<file path="src/rtl/sdram_mon_pkg.sv">
package sdram_mon_pkg;

    localparam int NUM_BANKS = 4;
    localparam int NUM_CODES = 16;

    typedef enum logic [3:0] {
        CMD_DESEL,
        CMD_NOP,
        CMD_MRS,
        CMD_REF,
        CMD_ACT,
        CMD_RD,
        CMD_WR,
        CMD_BST,
        CMD_PRE
    } cmd_e;

    typedef enum logic [3:0] {
        E_NONE     = 4'd0,
        E_MRS_OPEN = 4'd1,
        E_REF_OPEN = 4'd2,
        E_MRD      = 4'd3,
        E_CLOSED   = 4'd4,
        E_TRCD     = 4'd5,
        E_TRAS     = 4'd6,
        E_ACT_OPEN = 4'd7,
        E_TRP      = 4'd8,
        E_TRC      = 4'd9,
        E_TRRD     = 4'd10,
        E_REFRATE  = 4'd11
    } err_e;

    typedef struct packed {
        cmd_e       op;
        logic [1:0] bank;
        logic       all;
    } bus_cmd_t;

    // ceiling division of a time limit by the clock period
    function automatic int ns2clk(input int ns, input int period);
        return (ns + period - 1) / period;
    endfunction

endpackage

</file>
<file path="src/rtl/sdram_cmd_decode.sv">
module sdram_cmd_decode
    import sdram_mon_pkg::*;
(
    input  logic       clk,
    input  logic       rst,
    input  logic       cke,
    input  logic       cs_n,
    input  logic       ras_n,
    input  logic       cas_n,
    input  logic       we_n,
    input  logic [1:0] ba,
    input  logic       a10,
    output bus_cmd_t   cmd_o
);

    logic cke_q;

    always_ff @(posedge clk) begin
        if (rst) cke_q <= 1'b1;
        else     cke_q <= cke;
    end

    always_comb begin
        cmd_o.bank = ba;
        cmd_o.all  = a10;
        if (!cke_q || cs_n) begin
            cmd_o.op = CMD_DESEL;
        end else begin
            unique case ({ras_n, cas_n, we_n})
                3'b000:  cmd_o.op = CMD_MRS;
                3'b001:  cmd_o.op = CMD_REF;
                3'b011:  cmd_o.op = CMD_ACT;
                3'b101:  cmd_o.op = CMD_RD;
                3'b100:  cmd_o.op = CMD_WR;
                3'b110:  cmd_o.op = CMD_BST;
                3'b010:  cmd_o.op = CMD_PRE;
                default: cmd_o.op = CMD_NOP;
            endcase
        end
    end

endmodule

</file>
<file path="src/rtl/sdram_interval_timer.sv">
module sdram_interval_timer #(
    parameter int LIMIT = 4
) (
    input  logic clk,
    input  logic rst,
    input  logic restart,
    output logic elapsed_ok
);

    localparam int W = $clog2(LIMIT + 2);

    logic [W-1:0] cnt;

    always_ff @(posedge clk) begin
        if (rst)                    cnt <= W'(LIMIT);
        else if (restart)           cnt <= W'(1);
        else if (cnt < W'(LIMIT))   cnt <= cnt + W'(1);
    end

    assign elapsed_ok = (cnt >= W'(LIMIT));

endmodule

</file>
<file path="src/rtl/sdram_bank_state.sv">
module sdram_bank_state #(
    parameter int RCD_CLKS = 2,
    parameter int RAS_CLKS = 5,
    parameter int RP_CLKS  = 2,
    parameter int RC_CLKS  = 7
) (
    input  logic clk,
    input  logic rst,
    input  logic act_hit,
    input  logic pre_hit,
    output logic is_open,
    output logic rcd_ok,
    output logic ras_ok,
    output logic rp_ok,
    output logic rc_ok
);

    logic open_q;
    logic rp_restart;

    assign rp_restart = pre_hit && open_q;

    always_ff @(posedge clk) begin
        if (rst)          open_q <= 1'b0;
        else if (act_hit) open_q <= 1'b1;
        else if (pre_hit) open_q <= 1'b0;
    end

    assign is_open = open_q;

    sdram_interval_timer #(.LIMIT(RCD_CLKS)) u_rcd (
        .clk(clk), .rst(rst), .restart(act_hit), .elapsed_ok(rcd_ok));
    sdram_interval_timer #(.LIMIT(RAS_CLKS)) u_ras (
        .clk(clk), .rst(rst), .restart(act_hit), .elapsed_ok(ras_ok));
    sdram_interval_timer #(.LIMIT(RC_CLKS)) u_rc (
        .clk(clk), .rst(rst), .restart(act_hit), .elapsed_ok(rc_ok));
    sdram_interval_timer #(.LIMIT(RP_CLKS)) u_rp (
        .clk(clk), .rst(rst), .restart(rp_restart), .elapsed_ok(rp_ok));

endmodule

</file>
<file path="src/rtl/sdram_refresh_watch.sv">
module sdram_refresh_watch #(
    parameter int WIN_CLKS = 1000,
    parameter int MIN_REFS = 8
) (
    input  logic clk,
    input  logic rst,
    input  logic ref_seen,
    output logic short_o
);

    localparam int WW = $clog2(WIN_CLKS + 1);
    localparam int RW = $clog2(MIN_REFS + 2);

    logic [WW-1:0] win_cnt;
    logic [RW-1:0] ref_cnt;
    logic [RW-1:0] ref_total;
    logic          win_end;

    assign win_end   = (win_cnt == WW'(WIN_CLKS - 1));
    assign ref_total = ref_cnt + RW'(ref_seen);
    assign short_o   = win_end && (ref_total < RW'(MIN_REFS));

    always_ff @(posedge clk) begin
        if (rst) begin
            win_cnt <= '0;
            ref_cnt <= '0;
        end else if (win_end) begin
            win_cnt <= '0;
            ref_cnt <= '0;
        end else begin
            win_cnt <= win_cnt + WW'(1);
            if (ref_cnt < RW'(MIN_REFS)) ref_cnt <= ref_total;
        end
    end

endmodule

</file>
<file path="src/rtl/sdram_err_log.sv">
module sdram_err_log
    import sdram_mon_pkg::*;
(
    input  logic                           clk,
    input  logic                           rst,
    input  logic [NUM_CODES-1:0]           hit,
    input  logic [NUM_CODES-1:0][1:0]      hit_bank,
    output logic                           err_any,
    output logic [3:0]                     err_code,
    output logic [1:0]                     err_bank,
    output logic [NUM_CODES-1:0]           err_seen
);

    logic [3:0] pick_code;
    logic [1:0] pick_bank;

    always_comb begin
        pick_code = 4'd0;
        pick_bank = 2'd0;
        for (int i = NUM_CODES - 1; i >= 0; i--) begin
            if (hit[i]) begin
                pick_code = 4'(i);
                pick_bank = hit_bank[i];
            end
        end
    end

    always_ff @(posedge clk) begin
        if (rst) begin
            err_any  <= 1'b0;
            err_code <= 4'd0;
            err_bank <= 2'd0;
            err_seen <= '0;
        end else begin
            err_seen <= err_seen | hit;
            if (!err_any && (|hit)) begin
                err_any  <= 1'b1;
                err_code <= pick_code;
                err_bank <= pick_bank;
            end
        end
    end

endmodule

</file>
<file path="src/rtl/sdram_cmd_monitor.sv">
module sdram_cmd_monitor
    import sdram_mon_pkg::*;
#(
    parameter int CLK_NS     = 10,
    parameter int TRCD_NS    = 20,
    parameter int TRAS_NS    = 50,
    parameter int TRP_NS     = 20,
    parameter int TRC_NS     = 70,
    parameter int TRRD_NS    = 20,
    parameter int MRD_CLKS   = 2,
    parameter int REF_WIN_NS = 64_000_000,
    parameter int REF_MIN    = 4096
) (
    input  logic        clk,
    input  logic        rst,
    input  logic        cke,
    input  logic        cs_n,
    input  logic        ras_n,
    input  logic        cas_n,
    input  logic        we_n,
    input  logic [1:0]  ba,
    input  logic        a10,
    output logic        err_any,
    output logic [3:0]  err_code,
    output logic [1:0]  err_bank,
    output logic [15:0] err_seen
);

    localparam int RCD_CLKS = ns2clk(TRCD_NS, CLK_NS);
    localparam int RAS_CLKS = ns2clk(TRAS_NS, CLK_NS);
    localparam int RP_CLKS  = ns2clk(TRP_NS, CLK_NS);
    localparam int RC_CLKS  = ns2clk(TRC_NS, CLK_NS);
    localparam int RRD_CLKS = ns2clk(TRRD_NS, CLK_NS);
    localparam int WIN_CLKS = ns2clk(REF_WIN_NS, CLK_NS);

    bus_cmd_t cmd;

    sdram_cmd_decode u_dec (
        .clk(clk), .rst(rst), .cke(cke), .cs_n(cs_n), .ras_n(ras_n),
        .cas_n(cas_n), .we_n(we_n), .ba(ba), .a10(a10), .cmd_o(cmd));

    logic [NUM_BANKS-1:0] open_v, rcd_ok, ras_ok, rp_ok, rc_ok;
    logic [NUM_BANKS-1:0] act_v, pre_v;

    for (genvar gi = 0; gi < NUM_BANKS; gi++) begin : g_bank
        assign act_v[gi] = (cmd.op == CMD_ACT) && (cmd.bank == 2'(gi));
        assign pre_v[gi] = (cmd.op == CMD_PRE) && (cmd.all || cmd.bank == 2'(gi));
        sdram_bank_state #(
            .RCD_CLKS(RCD_CLKS), .RAS_CLKS(RAS_CLKS),
            .RP_CLKS(RP_CLKS),   .RC_CLKS(RC_CLKS)
        ) u_state (
            .clk(clk), .rst(rst), .act_hit(act_v[gi]), .pre_hit(pre_v[gi]),
            .is_open(open_v[gi]), .rcd_ok(rcd_ok[gi]), .ras_ok(ras_ok[gi]),
            .rp_ok(rp_ok[gi]), .rc_ok(rc_ok[gi]));
    end

    logic act_any, rrd_ok, mrd_ok, is_mrs;
    logic [1:0] last_act_bank;

    assign act_any = (cmd.op == CMD_ACT);
    assign is_mrs  = (cmd.op == CMD_MRS);

    sdram_interval_timer #(.LIMIT(RRD_CLKS)) u_rrd (
        .clk(clk), .rst(rst), .restart(act_any), .elapsed_ok(rrd_ok));
    sdram_interval_timer #(.LIMIT(MRD_CLKS)) u_mrd (
        .clk(clk), .rst(rst), .restart(is_mrs), .elapsed_ok(mrd_ok));

    always_ff @(posedge clk) begin
        if (rst)          last_act_bank <= 2'd0;
        else if (act_any) last_act_bank <= cmd.bank;
    end

    logic short_win;

    sdram_refresh_watch #(.WIN_CLKS(WIN_CLKS), .MIN_REFS(REF_MIN)) u_refw (
        .clk(clk), .rst(rst), .ref_seen(cmd.op == CMD_REF), .short_o(short_win));

    logic       any_open;
    logic [1:0] low_open;

    always_comb begin
        any_open = |open_v;
        low_open = 2'd0;
        for (int i = NUM_BANKS - 1; i >= 0; i--)
            if (open_v[i]) low_open = 2'(i);
    end

    logic [NUM_CODES-1:0]      hit;
    logic [NUM_CODES-1:0][1:0] hit_bank;
    logic [1:0]                b;

    assign b = cmd.bank;

    always_comb begin
        hit      = '0;
        hit_bank = '0;

        if (cmd.op != CMD_DESEL && cmd.op != CMD_NOP && !mrd_ok) begin
            hit[E_MRD]      = 1'b1;
            hit_bank[E_MRD] = b;
        end

        unique case (cmd.op)
            CMD_MRS: if (any_open) begin
                hit[E_MRS_OPEN]      = 1'b1;
                hit_bank[E_MRS_OPEN] = low_open;
            end
            CMD_REF: if (any_open) begin
                hit[E_REF_OPEN]      = 1'b1;
                hit_bank[E_REF_OPEN] = low_open;
            end
            CMD_ACT: begin
                if (open_v[b]) begin
                    hit[E_ACT_OPEN]      = 1'b1;
                    hit_bank[E_ACT_OPEN] = b;
                end
                if (!rp_ok[b]) begin
                    hit[E_TRP]      = 1'b1;
                    hit_bank[E_TRP] = b;
                end
                if (!rc_ok[b]) begin
                    hit[E_TRC]      = 1'b1;
                    hit_bank[E_TRC] = b;
                end
                if (!rrd_ok && last_act_bank != b) begin
                    hit[E_TRRD]      = 1'b1;
                    hit_bank[E_TRRD] = b;
                end
            end
            CMD_RD, CMD_WR: begin
                if (!open_v[b]) begin
                    hit[E_CLOSED]      = 1'b1;
                    hit_bank[E_CLOSED] = b;
                end else if (!rcd_ok[b]) begin
                    hit[E_TRCD]      = 1'b1;
                    hit_bank[E_TRCD] = b;
                end
            end
            CMD_PRE: begin
                for (int i = NUM_BANKS - 1; i >= 0; i--) begin
                    if (pre_v[i] && open_v[i] && !ras_ok[i]) begin
                        hit[E_TRAS]      = 1'b1;
                        hit_bank[E_TRAS] = 2'(i);
                    end
                end
            end
            default: ;
        endcase

        if (short_win) begin
            hit[E_REFRATE]      = 1'b1;
            hit_bank[E_REFRATE] = 2'd0;
        end
    end

    sdram_err_log u_log (
        .clk(clk), .rst(rst), .hit(hit), .hit_bank(hit_bank),
        .err_any(err_any), .err_code(err_code), .err_bank(err_bank),
        .err_seen(err_seen));

endmodule

</file>
<file path="config.mk">
export PLATFORM = sky130hd
export DESIGN_NAME = sdram_cmd_monitor
export DESIGN_NICKNAME = d
export VERILOG_FILES = /design/src/rtl/sdram_mon_pkg.sv /design/src/rtl/sdram_cmd_decode.sv /design/src/rtl/sdram_interval_timer.sv /design/src/rtl/sdram_bank_state.sv /design/src/rtl/sdram_refresh_watch.sv /design/src/rtl/sdram_err_log.sv /design/src/rtl/sdram_cmd_monitor.sv
export SDC_FILE = /design/constraint.sdc
export NUM_CORES = 1
export LEC_CHECK = 0
export CAP_MARGIN = 20
export CORE_MARGIN = 8
export CORE_UTILIZATION = 44
export DETAILED_ROUTE_END_ITERATION = 16
export DONT_BUFFER_PORTS = 1
export PLACE_DENSITY = 0.61
export SETUP_SLACK_MARGIN = 0.4
export SYNTH_ARGS = -nofsm -noshare
export SYNTH_HDL_FRONTEND = slang
export SYNTH_HIERARCHICAL = 1
export SYNTH_SLANG_ARGS = --single-unit
</file>
<file path="constraint.sdc">
create_clock -name clk -period 6.74 [get_ports clk]
set_input_delay 1.348 -clock clk [delete_from_list [all_inputs] [get_ports clk]]
set_output_delay 1.348 -clock clk [all_outputs]
set_load 0.01 [all_outputs]
</file>
* Word level (Yosys, flattened, before mapping)
Index checks and enable logic that the tools add are counted.
** Operators by class
- Mux-type cells :: 116
- Order comparisons :: 39
- Equal/unequal tests :: 18
- Bitwise operators :: 1
- Add/subtract/negate cells :: 20
- Reductions and logical operators :: 67
** Operators with widths (number)
- 2-to-1 mux 2 bit :: 51
- 2-to-1 mux 4 bit :: 14
- 2-to-1 mux 3 bit :: 16
- nonzero test 2 bit :: 22
- 2-to-1 mux 1 bit :: 29
- one-hot mux 4 bit (7 select lines) :: 1
- less-than comparator 13 bit (second input constant) :: 2
- adder 23 x 1 -> 23 bit (second input constant) :: 1
- == test 23 bit (second input constant) :: 1
- logical AND 1 bit :: 21
- adder 2 x 1 -> 2 bit (second input constant) :: 10
- >= comparator 2 bit (second input constant) :: 10
- less-than comparator 2 bit (second input constant) :: 10
- adder 4 x 1 -> 4 bit (second input constant) :: 4
- >= comparator 4 x 3 -> 1 bit (second input constant) :: 4
- less-than comparator 4 x 3 -> 1 bit (second input constant) :: 4
- OR 16 x 12 -> 16 bit :: 1
- adder 13 x 1 -> 13 bit :: 1
- adder 3 x 1 -> 3 bit (second input constant) :: 4
- == test 4 x 3 -> 1 bit (second input constant) :: 3
- >= comparator 3 bit (second input constant) :: 4
- less-than comparator 3 bit (second input constant) :: 4
- OR reduction 2 bit :: 6
- OR reduction 11 bit :: 1
- 18 further kinds :: 37
** Storage, ports and cells
- Bits of input ports :: 10
- Logic and storage cells :: 299
- Output and inout port bits :: 23
- Register bits after elaboration :: 114

* Logic depth before layout (Yosys ltp)
- Depth in word-level cells :: 19
- Gate-level depth with buffers :: 17

* Cells and area by module
The synthesis kept the hierarchy.
** By module, submodules not included
- sdram_refresh_watch :: cells each 188, area an instance 1627.8 sq um, sequential area each 720.7 sq um, instances 1
- sdram_err_log :: cells each 159, area an instance 1194.9 sq um, sequential area each 460.4 sq um, instances 1
- sdram_interval_timer (g_bank[0].u_state.u_rcd ...) :: cells each 10, area an instance 93.8 sq um, sequential area each 40.0 sq um, instances 10
- sdram_cmd_monitor :: cells each 98, area an instance 718.2 sq um, sequential area each 40.0 sq um, instances 1
- sdram_interval_timer (g_bank[0].u_state.u_rc ...) :: cells each 16, area an instance 170.2 sq um, sequential area each 80.1 sq um, instances 4
- sdram_interval_timer (g_bank[0].u_state.u_ras ...) :: cells each 17, area an instance 165.2 sq um, sequential area each 60.1 sq um, instances 4
- sdram_bank_state :: cells each 5, area an instance 46.3 sq um, sequential area each 20.0 sq um, instances 4
- sdram_cmd_decode :: cells each 14, area an instance 128.9 sq um, sequential area each 20.0 sq um, instances 1

* Worst setup path after synthesis
No wires, ideal clock.
- Path type :: input -> register
- From :: input cs_n
- To :: register u_log.err_code[1]
- Data required time :: 6609 ps
- Arrival :: 4209 ps
- Path slack :: 2401 ps
- Stages on the path :: 16
- Path buffers :: 1
- Setup time :: 131 ps
- Cells stage by stage :: nand2b_4 > a211oi_1 > nand3_1 > inv_1 > ha_1 > ha_1 > nand3_1 > nor3_1 > xor2_1 > nor3_1 > buf_4 > nor4_1 > nand4_1 > and2_1 > o211ai_2 > a21oi_2
** RTL lines
- start: declaration :: line sdram_cmd_monitor.sv:17 : input logic cs_n,
- end signal: assignment :: line sdram_err_log.sv:38 : err_code <= pick_code;
- end: declaration :: line sdram_err_log.sv:9 : output logic [3:0] err_code,

==> metrics.md <==
| Metric | Value |
|---|---|
| Remaining antenna violation count | `0` |
| Req. time, crit path | `approximately 7000 ps` |
| Synth cell types | `71` |
| Worst-margin pin slew | `775 ps` |
| Setup CP Type | `input pin to register` |
| Die ar. | `0.0180 mm2` |
| Total global-route track usage | `between 10% and 20%` |
| Die Height | `134 um` |
| Initial core utilization | `about 45%` |
| Cell area after layout | `roughly 0.007 mm2` |
| CTS buffer count | `17` |
| RR Endpoint | `u_log/err_code[1]` |
| Fmax | `between 200 and 250 MHz` |
| Startpoint types | `input pin` |
| Area after DPL | `between 0.006 and 0.007 mm2` |
| Max_cap viols | `0` |
| Antenna violations before repair | `0` |
| Top cells by area, synth | `dfxtp_1, nor2_1, ha_1` |
| Most common cell after layout, fill and taps aside | `dfxtp_1` |
| Met3 wire length | `between 400 and 500 um` |
| I/O Buffers | `0` |
| Max Buffers Root-to-Sink | `2` |
| Min-Delay Path Class | `register to register` |
| Post-Syn Instances | `711` |
| Final setup violation count | `0` |
| Syn Area/Cell | `between 8 and 9 um2` |
| Layout net count | `between 700 and 800` |
| Largest net degree at the start of global routing | `85` |
| TritonCTS clock tree | `built` |
| Worst skew pair latency | `roughly 420 ps` |
| Post-synth EDFFs | `0` |
| Hold depth | `2` |
| Commonest register cell after synthesis | `dfxtp_1` |
| FF-to-FF Start | `u_dec/cke_q` |
| Mapped cell area | `a little over 0.006 mm2` |
| H-tree depth | `4` |
| Core ar. | `approximately 0.014 mm2` |
| Setup_tns | `0 ps` |
| Setup Fix Bufs, Post-CTS | `0` |
| Status | `finished clean` |
| Hold Buf Count CTS | `0` |
| Fin crit period | `roughly 4400 ps` |
| Max FO, Critical Path | `9` |
| Worst Min Path Start | `g_bank[2].u_state/u_rc/cnt[3]` |
| Gr ovfl total | `0` |
| Pwr Density | `about 270 mW/mm2` |
| Clock Sinks | `about 110` |
| Fill count | `roughly 1300` |
| Top layer in use | `met4` |
| Max IR drop VDD | `~150 uV` |
| Crit share post-route | `65.0%` |
| Drt pass-1 iters | `5` |
| Layout Skew | `between 5 and 6 ps` |
| Clock root buffer | `clkbuf_16` |
| Arrival time of the worst setup path | `between 4000 and 5000 ps` |
| R2R setup slack | `between 2000 and 3000 ps` |
| ANT cells | `0` |
| DRT met1 WL | `between 5000 and 6000 um` |
| Total vias in the final route | `roughly 5000` |
| Leak | `around 0.0026 uW` |
| FF+latch count, synth | `approximately 110` |
| Worst Hold End | `g_bank[2].u_state/u_rc/cnt[3]` |
| Fraction of layout cells with a size suffix above 1 | `11.0%` |
| Routed wl met2 | `~6300 um` |
| Max-slew violation count | `0` |
| Rel. slew slack | `a little under half` |
| DP Worst Slack | `approximately 2000 ps` |
| Top-area cell type share of the netlist area | `between 30% and 40%` |
| RSZ-0062 raised after global routing | `no` |
| Post-cts repair resize count | `0` |
| Global-route wire length before repair | `~22000 um` |
| GPL Wtd Cong | `around 0.79` |
| Commonest cells after routing, fill and taps aside | `dfxtp_1, nor2_1, inv_1, conb_1, nand2_1` |
| DRT iter0 DRCs | `304` |
| Syn. warnings | `6` |
| WL/cell | `approximately 14 um` |
| DRC violations left | `0` |
| Vias in the first global route | `around 4700` |
| Die span in x | `134 um` |
| I/O Pins | `33` |
| Detail Placement HPWL | `between 9000 and 10000 um` |
| Leading area contributor after synthesis | `dfxtp_1` |
| Final hold violations | `0` |
| Rows | `43` |
| Sequential share of the synthesized area | `37.2%` |
| CTS clk-pin slew, worst paths | `around 50 ps` |
| Area growth, synth to finish | `14.6%` |
| Final worst setup slack | `roughly 2400 ps` |
| DRT Wirelength | `~13000 um` |
| Avg Vias per Cell | `5.21` |
| Crit path capture type | `register` |
| Ys async rst share | `0%` |
| Reg2Reg Depth | `16` |
-- critical path, stage by stage --
cell	delay [ps]
nand2b_4	140
a211oi_1	580
nand3_1	280
inv_1	110
ha_1	180
ha_1	170
nand3_1	80
nor3_1	230
xor2_1	170
nor3_1	60
buf_4	170
nor4_1	440
nand4_1	310
nand2_2	240
nand2_1	90
a21oi_2	130
-- layout make-up --
cell class / count / area, um2 / area share [%]
multi-input cells: 565 / 3690 / 52.5
well taps: 180 / 225 / 3.20
clock inverters: 15 / 160 / 2.28
flip-flops and latches: 114 / 2280 / 32.5
repair buffers: 5 / 35.0 / 0.498
clock buffers: 17 / 425 / 6.05
inverters: 55 / 211 / 3.01
-- cell usage after synthesis, drive strengths merged (3+ instances only) --
cell / count
nand4: 8
nor2b: 15
nand2: 36
nand4b: 6
o211ai: 5
a2111oi: 3
mux2i: 11
nor4: 13
nor3b: 5
mux4: 3
nand3b: 6
or3: 13
buf: 10
xor2: 20
or3b: 3
nor4bb: 5
a21oi: 45
nand3: 13
ha: 25
dfxtp: 114
and2: 11
o21ai: 12
a211oi: 19
o21bai: 10
nand2b: 22
clkbuf: 10
xnor2: 21
o31a: 4
nor2: 104
inv: 54
and3: 4
nor3: 18
a221o: 4
a211o: 4
o31ai: 8
or2: 12
a21o: 14
-- through the flow --
step           utilization [%]  hold slack, ps  power, uW  std cells
3_3_place_gp              46.7             470       1020        917
5_1_grt                   51.1             504       1990        951
3_5_place_dp              46.7             481       1030        917
6_report                  51.1             493       1900        951
2_1_floorplan                -             452        989        754
4_1_cts                   51.0             490       1920        949
-- power by group --
group          leakage, uW  internal [uW]  total (uW)  switching [uW]
Combinational      0.00135            123         253             130
Clock             0.000284            547         882             336
Sequential        0.000927            721         764            42.6
-- sequential cells by signal, summed over array words and instances (netlist names), 4 cells and up --
register / flops
g_bank.u_state/is_open: 4
g_bank.u_state/u_rcd/cnt: 8
g_bank.u_state/u_rp/cnt: 8
u_refw/ref_cnt: 13
u_log/err_seen: 16
u_log/err_code: 4
u_refw/win_cnt: 23
g_bank.u_state/u_rc/cnt: 16
g_bank.u_state/u_ras/cnt: 12
-- metal layers --
layer  global-route usage [%]  vias up
li1                         -     2541
met1                     17.5     2333
met2                     25.6       60
met3                     3.93       21
met4                     7.55        0
met5                        0        -
-- cell families after synthesis --
kind of cell,count (synthesis),share of synthesized area (%)
other cells,1,0.0611
flops,114,37.2
xor+xnor,41,5.85
buf+inv,75,5.24
mux,14,2.90
compound gates,140,16.9
simple gates,301,26.7
fa+ha+maj,25,5.10
-- worst max-delay path by stage --
stage          depth (start not counted)           endpoint  from
3_3_place_gp                          16  u_log/err_code[1]  cs_n
2_1_floorplan                         16  u_log/err_code[1]  cs_n
4_1_cts                               16  u_log/err_code[1]  cs_n
5_1_grt                               16  u_log/err_bank[1]  cs_n
3_5_place_dp                          16  u_log/err_bank[0]  cs_n
6_report                              16  u_log/err_code[1]  cs_n
(Power assumes the default switching activity.)
